[config.mk]
export PLATFORM = sky130hd
export DESIGN_NAME = rx_nine_buffer
export DESIGN_NICKNAME = d
export VERILOG_FILES = /design/src/rtl/rxb_pkg.sv /design/src/rtl/rxb_sync.sv /design/src/rtl/rxb_framer.sv /design/src/rtl/rxb_shifter.sv /design/src/rtl/rx_nine_buffer.sv
export SDC_FILE = /design/constraint.sdc
export NUM_CORES = 1
export LEC_CHECK = 0
export CAP_MARGIN = 20
export CORE_MARGIN = 10
export CORE_UTILIZATION = 54
export DETAILED_ROUTE_END_ITERATION = 6
export PLACE_DENSITY_LB_ADDON = 0.2
export SETUP_SLACK_MARGIN = 0.4
export SYNTH_ARGS = -nofsm -noshare
export SYNTH_HDL_FRONTEND = slang
export SYNTH_SLANG_ARGS = --single-unit
export TNS_END_PERCENT = 1
[constraint.sdc]
create_clock -name clk -period 1.5 [get_ports clk]
set_input_delay 0.225 -clock clk [delete_from_list [all_inputs] [get_ports clk]]
set_output_delay 0.225 -clock clk [all_outputs]
set_load 0.005 [all_outputs]
[src/rtl/rxb_pkg.sv]
package rxb_pkg;

  typedef enum logic [1:0] {
    FR_IDLE  = 2'd0,
    FR_START = 2'd1,
    FR_DATA  = 2'd2,
    FR_STOP  = 2'd3
  } fr_state_t;

  // ticks from edge detection to the middle of a cell
  function automatic int half_cell(input int os);
    return os / 2;
  endfunction

  // true on the last tick of a window of len ticks counted from zero
  function automatic logic window_end(input int cnt, input int len);
    return cnt == (len - 1);
  endfunction

endpackage

[src/rtl/rxb_sync.sv]
module rxb_sync (
  input  logic clk,
  input  logic rst_n,
  input  logic async_in,
  output logic rise
);
  logic s1, s2, s3;

  always_ff @(posedge clk or negedge rst_n) begin
    if (!rst_n) begin
      s1 <= 1'b0;
      s2 <= 1'b0;
      s3 <= 1'b0;
    end else begin
      s1 <= async_in;
      s2 <= s1;
      s3 <= s2;
    end
  end

  assign rise = s2 & ~s3;

  // a detected edge is a single-cycle event
  assert_rise_single_R3: assert property (@(posedge clk) disable iff (!rst_n)
    rise |=> !rise);

endmodule

[src/rtl/rxb_framer.sv]
module rxb_framer
  import rxb_pkg::*;
#(
  parameter int OS    = 16,
  parameter int DBITS = 8
) (
  input  logic             clk,
  input  logic             rst_n,
  input  logic             tick,
  input  logic             rx_in,
  output logic             ld,
  output logic [DBITS:0]   word
);
  localparam int FW   = DBITS + 1;
  localparam int CW   = $clog2(OS);
  localparam int IW   = $clog2(DBITS + 1);
  localparam int HALF = half_cell(OS);

  logic            rx_s1, rx_s2;
  fr_state_t       state;
  logic [CW-1:0]   cnt;
  logic [IW-1:0]   bidx;
  logic [FW-1:0]   hold;
  logic            ld_q;

  // event wires
  logic cell_mid, start_mid;
  assign cell_mid  = tick && window_end(int'(cnt), OS);
  assign start_mid = tick && window_end(int'(cnt), HALF);

  always_ff @(posedge clk or negedge rst_n) begin
    if (!rst_n) begin
      rx_s1 <= 1'b1;
      rx_s2 <= 1'b1;
    end else begin
      rx_s1 <= rx_in;
      rx_s2 <= rx_s1;
    end
  end

  always_ff @(posedge clk or negedge rst_n) begin
    if (!rst_n) begin
      state <= FR_IDLE;
      cnt   <= '0;
      bidx  <= '0;
      hold  <= '1;
      ld_q  <= 1'b0;
    end else begin
      ld_q <= 1'b0;
      if (tick) begin
        unique case (state)
          FR_IDLE: begin
            if (!rx_s2) begin
              state <= FR_START;
              cnt   <= '0;
            end
          end
          FR_START: begin
            if (start_mid) begin
              cnt  <= '0;
              bidx <= '0;
              state <= rx_s2 ? FR_IDLE : FR_DATA;
            end else begin
              cnt <= cnt + 1'b1;
            end
          end
          FR_DATA: begin
            if (cell_mid) begin
              cnt        <= '0;
              hold[bidx] <= rx_s2;
              if (int'(bidx) == DBITS - 1) state <= FR_STOP;
              else                         bidx  <= bidx + 1'b1;
            end else begin
              cnt <= cnt + 1'b1;
            end
          end
          FR_STOP: begin
            if (cell_mid) begin
              cnt          <= '0;
              hold[FW-1]   <= rx_s2;
              ld_q         <= 1'b1;
              state        <= FR_IDLE;
            end else begin
              cnt <= cnt + 1'b1;
            end
          end
          default: state <= FR_IDLE;
        endcase
      end
    end
  end

  assign ld   = ld_q;
  assign word = hold;

  // a load follows only the stop cell
  assert_load_from_stop_R2: assert property (@(posedge clk) disable iff (!rst_n)
    $rose(ld_q) |-> $past(state) == FR_STOP);

  // one load per character
  assert_load_single_R2: assert property (@(posedge clk) disable iff (!rst_n)
    ld_q |=> !ld_q);

  // a glitch rejected at the start midpoint returns to idle
  assert_glitch_reject_R8: assert property (@(posedge clk) disable iff (!rst_n)
    (state == FR_START && start_mid && rx_s2) |=> state == FR_IDLE && !ld_q);

endmodule

[src/rtl/rxb_shifter.sv]
module rxb_shifter
  import rxb_pkg::*;
#(
  parameter int OS    = 16,
  parameter int DBITS = 8
) (
  input  logic           clk,
  input  logic           rst_n,
  input  logic           tick,
  input  logic           ld,
  input  logic [DBITS:0] word,
  input  logic           rd_rise,
  output logic           data,
  output logic           rdy_n
);
  localparam int FW   = DBITS + 1;
  localparam int HALF = half_cell(OS);
  localparam int TW   = $clog2(HALF + 1);

  logic [FW-1:0] sr;
  logic [TW-1:0] tmr;
  logic          shift_ev, hold_over;

  assign shift_ev  = rd_rise && !ld;
  assign hold_over = tick && window_end(int'(tmr), HALF);

  always_ff @(posedge clk or negedge rst_n) begin
    if (!rst_n)         sr <= '1;
    else if (ld)        sr <= word;
    else if (shift_ev)  sr <= {1'b1, sr[FW-1:1]};
  end

  always_ff @(posedge clk or negedge rst_n) begin
    if (!rst_n) begin
      rdy_n <= 1'b1;
      tmr   <= '0;
    end else if (ld) begin
      rdy_n <= 1'b0;
      tmr   <= '0;
    end else if (!rdy_n) begin
      if (rd_rise || hold_over) rdy_n <= 1'b1;
      if (tick)                 tmr   <= tmr + 1'b1;
    end
  end

  assign data = sr[0];

  // checker: ticks spent low since the last load
  logic [TW:0] chk_low;
  always_ff @(posedge clk or negedge rst_n) begin
    if (!rst_n)                 chk_low <= '0;
    else if (ld)                chk_low <= '0;
    else if (!rdy_n && tick)    chk_low <= chk_low + 1'b1;
  end

  // load drives the strobe low and shows the first bit
  assert_load_strobe_R2: assert property (@(posedge clk) disable iff (!rst_n)
    ld |=> !rdy_n && data == $past(word[0]));

  // first read edge clears the strobe
  assert_read_clears_R4: assert property (@(posedge clk) disable iff (!rst_n)
    (!rdy_n && rd_rise && !ld) |=> rdy_n);

  // strobe never outlasts half a cell
  assert_low_bound_R5: assert property (@(posedge clk) disable iff (!rst_n)
    !rdy_n |-> int'(chk_low) <= HALF);

  // shifting fills with idle ones
  assert_idle_fill_R7: assert property (@(posedge clk) disable iff (!rst_n)
    shift_ev |=> $countones(sr) >= $past($countones(sr)));

endmodule

[src/rtl/rx_nine_buffer.sv]
module rx_nine_buffer #(
  parameter int OS    = 16,
  parameter int DBITS = 8
) (
  input  logic clk,
  input  logic rst_n,
  input  logic tick16,
  input  logic rx_line,
  input  logic rd_clk,
  output logic sdata,
  output logic rdy_n
);
  logic           ld;
  logic [DBITS:0] word;
  logic           rd_rise;

  rxb_sync u_rd_sync (
    .clk      (clk),
    .rst_n    (rst_n),
    .async_in (rd_clk),
    .rise     (rd_rise)
  );

  rxb_framer #(.OS(OS), .DBITS(DBITS)) u_framer (
    .clk   (clk),
    .rst_n (rst_n),
    .tick  (tick16),
    .rx_in (rx_line),
    .ld    (ld),
    .word  (word)
  );

  rxb_shifter #(.OS(OS), .DBITS(DBITS)) u_shifter (
    .clk     (clk),
    .rst_n   (rst_n),
    .tick    (tick16),
    .ld      (ld),
    .word    (word),
    .rd_rise (rd_rise),
    .data    (sdata),
    .rdy_n   (rdy_n)
  );

endmodule

== Word level (Yosys, flattened, before mapping) ==
Cells that the tools add are included.

* Add/subtract/negate cells: 3
* Order comparisons: 2
* Eq/ne operators: 14
* Mux-type cells: 32
* Bitwise operators: 2
* Reductions and logical operators: 19

{| class="wikitable"
|+ Operators by type and width
! operator !! number
|-
| 4-bit two-way mux || 9
|-
| 9-bit two-way mux || 3
|-
| 4-bit by 1-bit adder with 4-bit output (second input constant) || 3
|-
| 4-bit equality test (second input constant) || 3
|-
| 2-bit two-way mux || 6
|-
| 4-bit one-hot mux with 3 select lines || 1
|-
| 9-bit bitwise mux || 1
|-
| 1-bit two-way mux || 8
|-
| 2-bit by 1-bit inequality test with 1-bit output (second input constant) || 4
|-
| 2-bit one-hot mux with 4 select lines || 1
|-
| 4-bit one-hot mux with 2 select lines || 1
|-
| 2-bit nonzero test || 4
|-
| 2-bit inequality test (second input constant) || 3
|-
| 6-bit AND reduction || 1
|-
| 1-bit logical AND || 5
|-
| 4-bit by 5-bit < comparator with 1-bit output (second input constant) || 1
|-
| 5-bit AND reduction || 1
|-
| 1-bit demux with 4-bit select || 1
|-
| 2-bit equality test (second input constant) || 2
|-
| 4-bit by 1-bit equality test with 1-bit output (second input constant) || 1
|-
| 4-bit by 1-bit >= comparator with 1-bit output (second input constant) || 1
|-
| 2-bit AND reduction || 2
|-
| 4-bit AND reduction || 1
|-
| 3-bit AND reduction || 1
|-
| 8 further kinds || 8
|}

* Bits in registers: 39
* Input bits: 5
* Output and inout port bits: 2
* Logic and storage cells: 86

== Logic depth before layout (Yosys ltp) ==
Gate-level depths: netlist of the first run.

* Depth in word-level cells: 7
* Mapped depth: 6
* Depth with buffers taken out: 6

== Hierarchy ==
Synthesis of the first run repeated with hierarchy kept, for this count alone.

* Cell total of the unflattened synthesis: 180
* Area, all modules: 1970.6 um^2

{| class="wikitable"
|+ By module, submodules not included
! module !! instances !! cells an instance !! area an instance (um^2) !! sequential area each (um^2)
|-
| rxb_framer || 1 || 116 || 1232.4 || 564.3
|-
| rxb_shifter || 1 || 60 || 649.4 || 362.8
|-
| rxb_sync || 1 || 4 || 88.8 || 75.1
|}

== Worst setup path before layout of the first run ==
OpenSTA, ideal clock, no wires.

* Kind: register to register
* Start point: register u_framer.cnt[0]
* End point: register u_framer.hold[7], in the netlist u_framer.word[7]
* Setup time: 0.082 ns
* Arrival: 1.497 ns
* Required time: 1.418 ns
* Setup slack: -0.079 ns
* Cell stages (with the launch flop): 7
* Path buffers: 1
* Period minus slack after synthesis: 1.579 ns
* Cell sequence: dfrtp_1 -> ha_1 -> and4_1 -> buf_6 -> and4b_4 -> nand2_1 -> mux2_4

* Longest elaborated chain between the ends: 3

{| class="wikitable"
|+ RTL lines
! element !! line !! text
|-
| start, declared || rxb_framer.sv:21 || <nowiki>logic [CW-1:0] cnt;</nowiki>
|-
| start signal, assigned || rxb_framer.sv:64 || <nowiki>cnt <= cnt + 1'b1;</nowiki>
|-
| start signal, assigned || rxb_framer.sv:74 || <nowiki>cnt <= cnt + 1'b1;</nowiki>
|-
| start signal, assigned || rxb_framer.sv:84 || <nowiki>cnt <= cnt + 1'b1;</nowiki>
|-
| 4-bit by 1-bit equality test with 1-bit output || rxb_pkg.sv:17 || <nowiki>return cnt == (len - 1);</nowiki>
|-
| 1-bit logical AND || rxb_framer.sv:28 || <nowiki>assign cell_mid = tick && window_end(int'(cnt), OS);</nowiki>
|-
| 3-bit AND reduction (no line) || - ||
|-
| end signal, assigned by index || rxb_framer.sv:70 || <nowiki>hold[bidx] <= rx_s2;</nowiki>
|-
| end signal, assigned by index || rxb_framer.sv:80 || <nowiki>hold[FW-1] <= rx_s2;</nowiki>
|-
| end, declared || rxb_framer.sv:23 || <nowiki>logic [FW-1:0] hold;</nowiki>
|}

Every way passes these cells.
A chain may end at the register's enable or synchronous reset.

== Final worst setup path of the first run ==
* Start point: register u_framer.cnt[2]
* End point: register u_framer.hold[7], in the netlist u_framer.word[7]

Same word-level chain as after synthesis.

==> summary.md, run 1 <==
| Metric | Value |
|---|---|
| FF-to-FF setup slack | `0.02 ns` |
| Antenna diodes | `0` |
| Setup Viol. Count Final | `0` |
| Highest clock rate | `676 MHz` |
| Clk buf depth | `2` |
| Synthesis-to-finish area growth | `22.9%` |
| Max cap viols | `0` |
| Post-route DRC | `0` |
| Yosys top cell by area | `dfstp_2` |
| P_sw | `1.00 mW` |
| First-pass GRT wire length | `6620 um` |
| Setup tns final | `0 ns` |
| Top delay family on crit path | `simple AND/OR/NAND/NOR gates` |
| Register area share after synthesis | `0.527` |
| EDFF count, synth | `0` |
| Critical Path Slowest Stage Cell | `dfrtp_1` |
| Power Density | `1380 nW/um^2` |
| Final Wtd Congestion | `0.862` |
| Cells after DPL | `244` |
| Drt pass-1 iters | `4` |
| VDD IR-drop max | `0.909 mV` |
| Synthesis-stage register bit count | `39` |
| Synth area leaders | `dfstp_2 29%, dfrtp_1 24%, mux2i_1 4.7%, mux2_2 4.1%, ha_1 3.9%` |
| Vias in the first global route | `1491` |
| CP Max Fanout | `7` |
| Hold Path Class | `input pin to async pin` |
| Die ar. | `6300 sq um` |
| Largest net degree at the start of global routing | `40` |
| Combinational Power Share | `0.315` |
| Final worst slack | `0.0212 ns` |
| CP bufs+invs | `0` |
| Commonest non-fill, non-tap cell in the layout | `buf_4` |
| Crit path capture type | `flip-flop` |
| Int Power | `2.22 mW` |
| End of the worst register-to-register path | `u_framer.word[7]$_DFFE_PN1P_` |
| Syn_area_per_cell | `10.8 sq um` |
| Cells on worst reg2reg path | `4` |
| Num rows | `21` |
| Core area | `3360 sq um` |
| Clock latency on the worst-skew pair | `0.35 ns` |
| Filler instances | `258` |
| Clock Sinks | `39` |
| GRT Util Overall | `0.131` |
| Hpwl dp | `2600 um` |
| Number of CTS-inserted buffers | `5` |
| Critical path cell sequence | `and4_4 -> and4b_4 -> nand2_2 -> mux2_4` |
| Htree depth | `2` |
| RSZ-0062 raised after global routing | `true` |
| Startpoint types | `flip-flop` |
| Hold buffers post-CTS | `0` |
| TritonCTS clock tree | `built` |
| # IOs | `7` |
| Vias/cell | `5.51` |
| Asr flop ratio synth | `1.00` |
| Initial antenna violation count | `0` |
| Initial Utilization | `0.566` |
| Die height | `79.4 um` |
| Width of the chip | `79.4 um` |
| Slew Viols, Final | `0` |
| Syn Nets | `187` |
| Leakage power | `1.05 nW` |
| Clock transition at path regs | `0.12 ns` |
| Mapped cell area | `1900 sq um` |
| Synth Instances | `176` |
| Hold Fails Final Rpt | `0` |
| Net Sw Frac | `0.312` |
| Status | `completed` |
| Crit-path max cell delay | `0.52 ns` |
| Sequential share of power | `0.495` |
| Top_reg_cell synth | `dfstp_2` |
| WP data required | `1.79 ns` |
| WS Path Type | `flip-flop to flip-flop` |
| Clock power frac | `0.191` |
| Top-area cell type share of the netlist area | `0.290` |
| I/O Buffers | `6` |
| Total congestion overflow | `0` |
| Drt total wl | `3720 um` |
| Via Count | `1415` |
| Nets@finish | `221` |
| Root Driver | `clkbuf_4` |
| Min Tclk post-route | `1.48 ns` |
| Layout Skew | `0.0120 ns` |
| Finished Layout Cells | `257` |
| Count of cell types in the netlist | `40` |
| Final Cycle Share | `0.986` |
| Commonest cells after routing, fill and taps aside | `28 x buf_4, 21 x dfstp_2, 16 x nand2_1, 15 x dfrtp_1` |
| Pre-CTS setup slack | `-0.232 ns` |
| Final antenna-violating net count | `0` |
| Reg2reg start | `u_framer.cnt[2]$_DFFE_PN0P_` |
| Yosys warning total | `0` |
| Worst slew pin tran | `0.312 ns` |
| Ratio of cells with drive above 1 in the final layout | `0.403` |
| DRT iter0 DRCs | `98` |
| Slew HR | `0.792` |
| Post-layout power | `3.22 mW` |
| Drt wl/cell | `14.5 um` |
| Worst Path Arrival | `1.77 ns` |
==> logic make-up (layout without fill, tap and decap cells) <==
group,Yosys count,count (layout),synth area share
compound gates,31,31,0.104
mux,17,17,0.0966
simple gates,63,63,0.176
buf+inv,16,51,0.0394
xor+xnor,4,4,0.0184
flops,39,39,0.527
fa+ha+maj,6,6,0.0394
==> how the worst max path moves through the flow <==
stage,to,cells after the start,start
3_3_place_gp,u_framer.word[7]$_DFFE_PN1P_,5,tick16
5_1_grt,u_framer.word[7]$_DFFE_PN1P_,5,u_framer.cnt[0]$_DFFE_PN0P_
2_1_floorplan,u_framer.word[7]$_DFFE_PN1P_,6,u_framer.cnt[0]$_DFFE_PN0P_
4_1_cts,u_framer.word[7]$_DFFE_PN1P_,5,u_framer.cnt[0]$_DFFE_PN0P_
3_5_place_dp,u_framer.word[7]$_DFFE_PN1P_,5,tick16
6_report,u_framer.word[7]$_DFFE_PN1P_,4,u_framer.cnt[2]$_DFFE_PN0P_
==> layout make-up <==
| cell class | instances | area (sq um) | area share |
|---|---|---|---|
| Sequential cell | 39 | 1010 | 0.430 |
| Multi-Input combinational cell | 121 | 878 | 0.375 |
| Timing Repair Buffer | 36 | 299 | 0.128 |
| Clock buffer | 7 | 65.1 | 0.0278 |
| Tap cell | 46 | 57.6 | 0.0246 |
| Inverter | 7 | 26.3 | 0.0112 |
| Clock inverter | 1 | 7.51 | 0.00321 |
==> layer usage <==
layer	track usage	vias to the layer above	wire, um
met3	0.0383	13	129
met5	0	-	0
met2	0.203	27	1810
met4	0.0789	0	129
li1	-	692	-
met1	0.156	683	1650
==> flip-flops by register name (all words and copies together), names as in the netlist, 4 cells and up, named ones only <==
name	flops
u_framer.word	9
u_shifter.sr	9
u_framer.bidx	4
u_framer.cnt	4
u_shifter.tmr	4
==> repair_timing <==
item                       4_1_cts  5_1_grt
hold endpoints to repair         0        0
setup endpoints to repair       35       36
setup buffers                    2        3
pin swaps                        2        7
resized for setup                7       12
==> power by group through the flow <==
stage          clock network [mW]  registers (mW)  logic, mW
2_1_floorplan                   0            1.52      0.563
3_3_place_gp                    0            1.56      0.841
3_5_place_dp                    0            1.57      0.879
4_1_cts                     0.636            1.57      0.926
5_1_grt                     0.690            1.63       1.13
6_report                    0.614            1.59       1.01
==> synthesized netlist by cell type (all sizes together), types with 4 or more instances <==
cell     n
mux2     8
buf      5
mux2i    9
nand3    8
nand2   17
ha       6
dfrtp   18
dfstp   21
clkbuf   4
nor2    13
nor2b    4
inv      7
o21ai   15
==> stage by stage <==
step	hold WS, ns	utilization	instance area (sq um)
floorplan	-0.0706	-	1910
global placement	0.337	0.647	2180
detailed placement	0.340	0.647	2180
CTS	0.248	0.679	2280
global route	0.231	0.696	2340
finish	0.246	0.696	2340
Power figures use the tool's default switching activity.
==> run 2: changes to the inputs <==
--- a/config.mk
+++ b/config.mk
@@ -5,7 +5,6 @@
 export SDC_FILE = /design/constraint.sdc
 export NUM_CORES = 1
 export LEC_CHECK = 0
-export CAP_MARGIN = 20
 export CORE_MARGIN = 10
 export CORE_UTILIZATION = 54
 export DETAILED_ROUTE_END_ITERATION = 6
==> results of run 2 <==
Same layout as run 1: the final DEF is identical, and so are final timing and power.
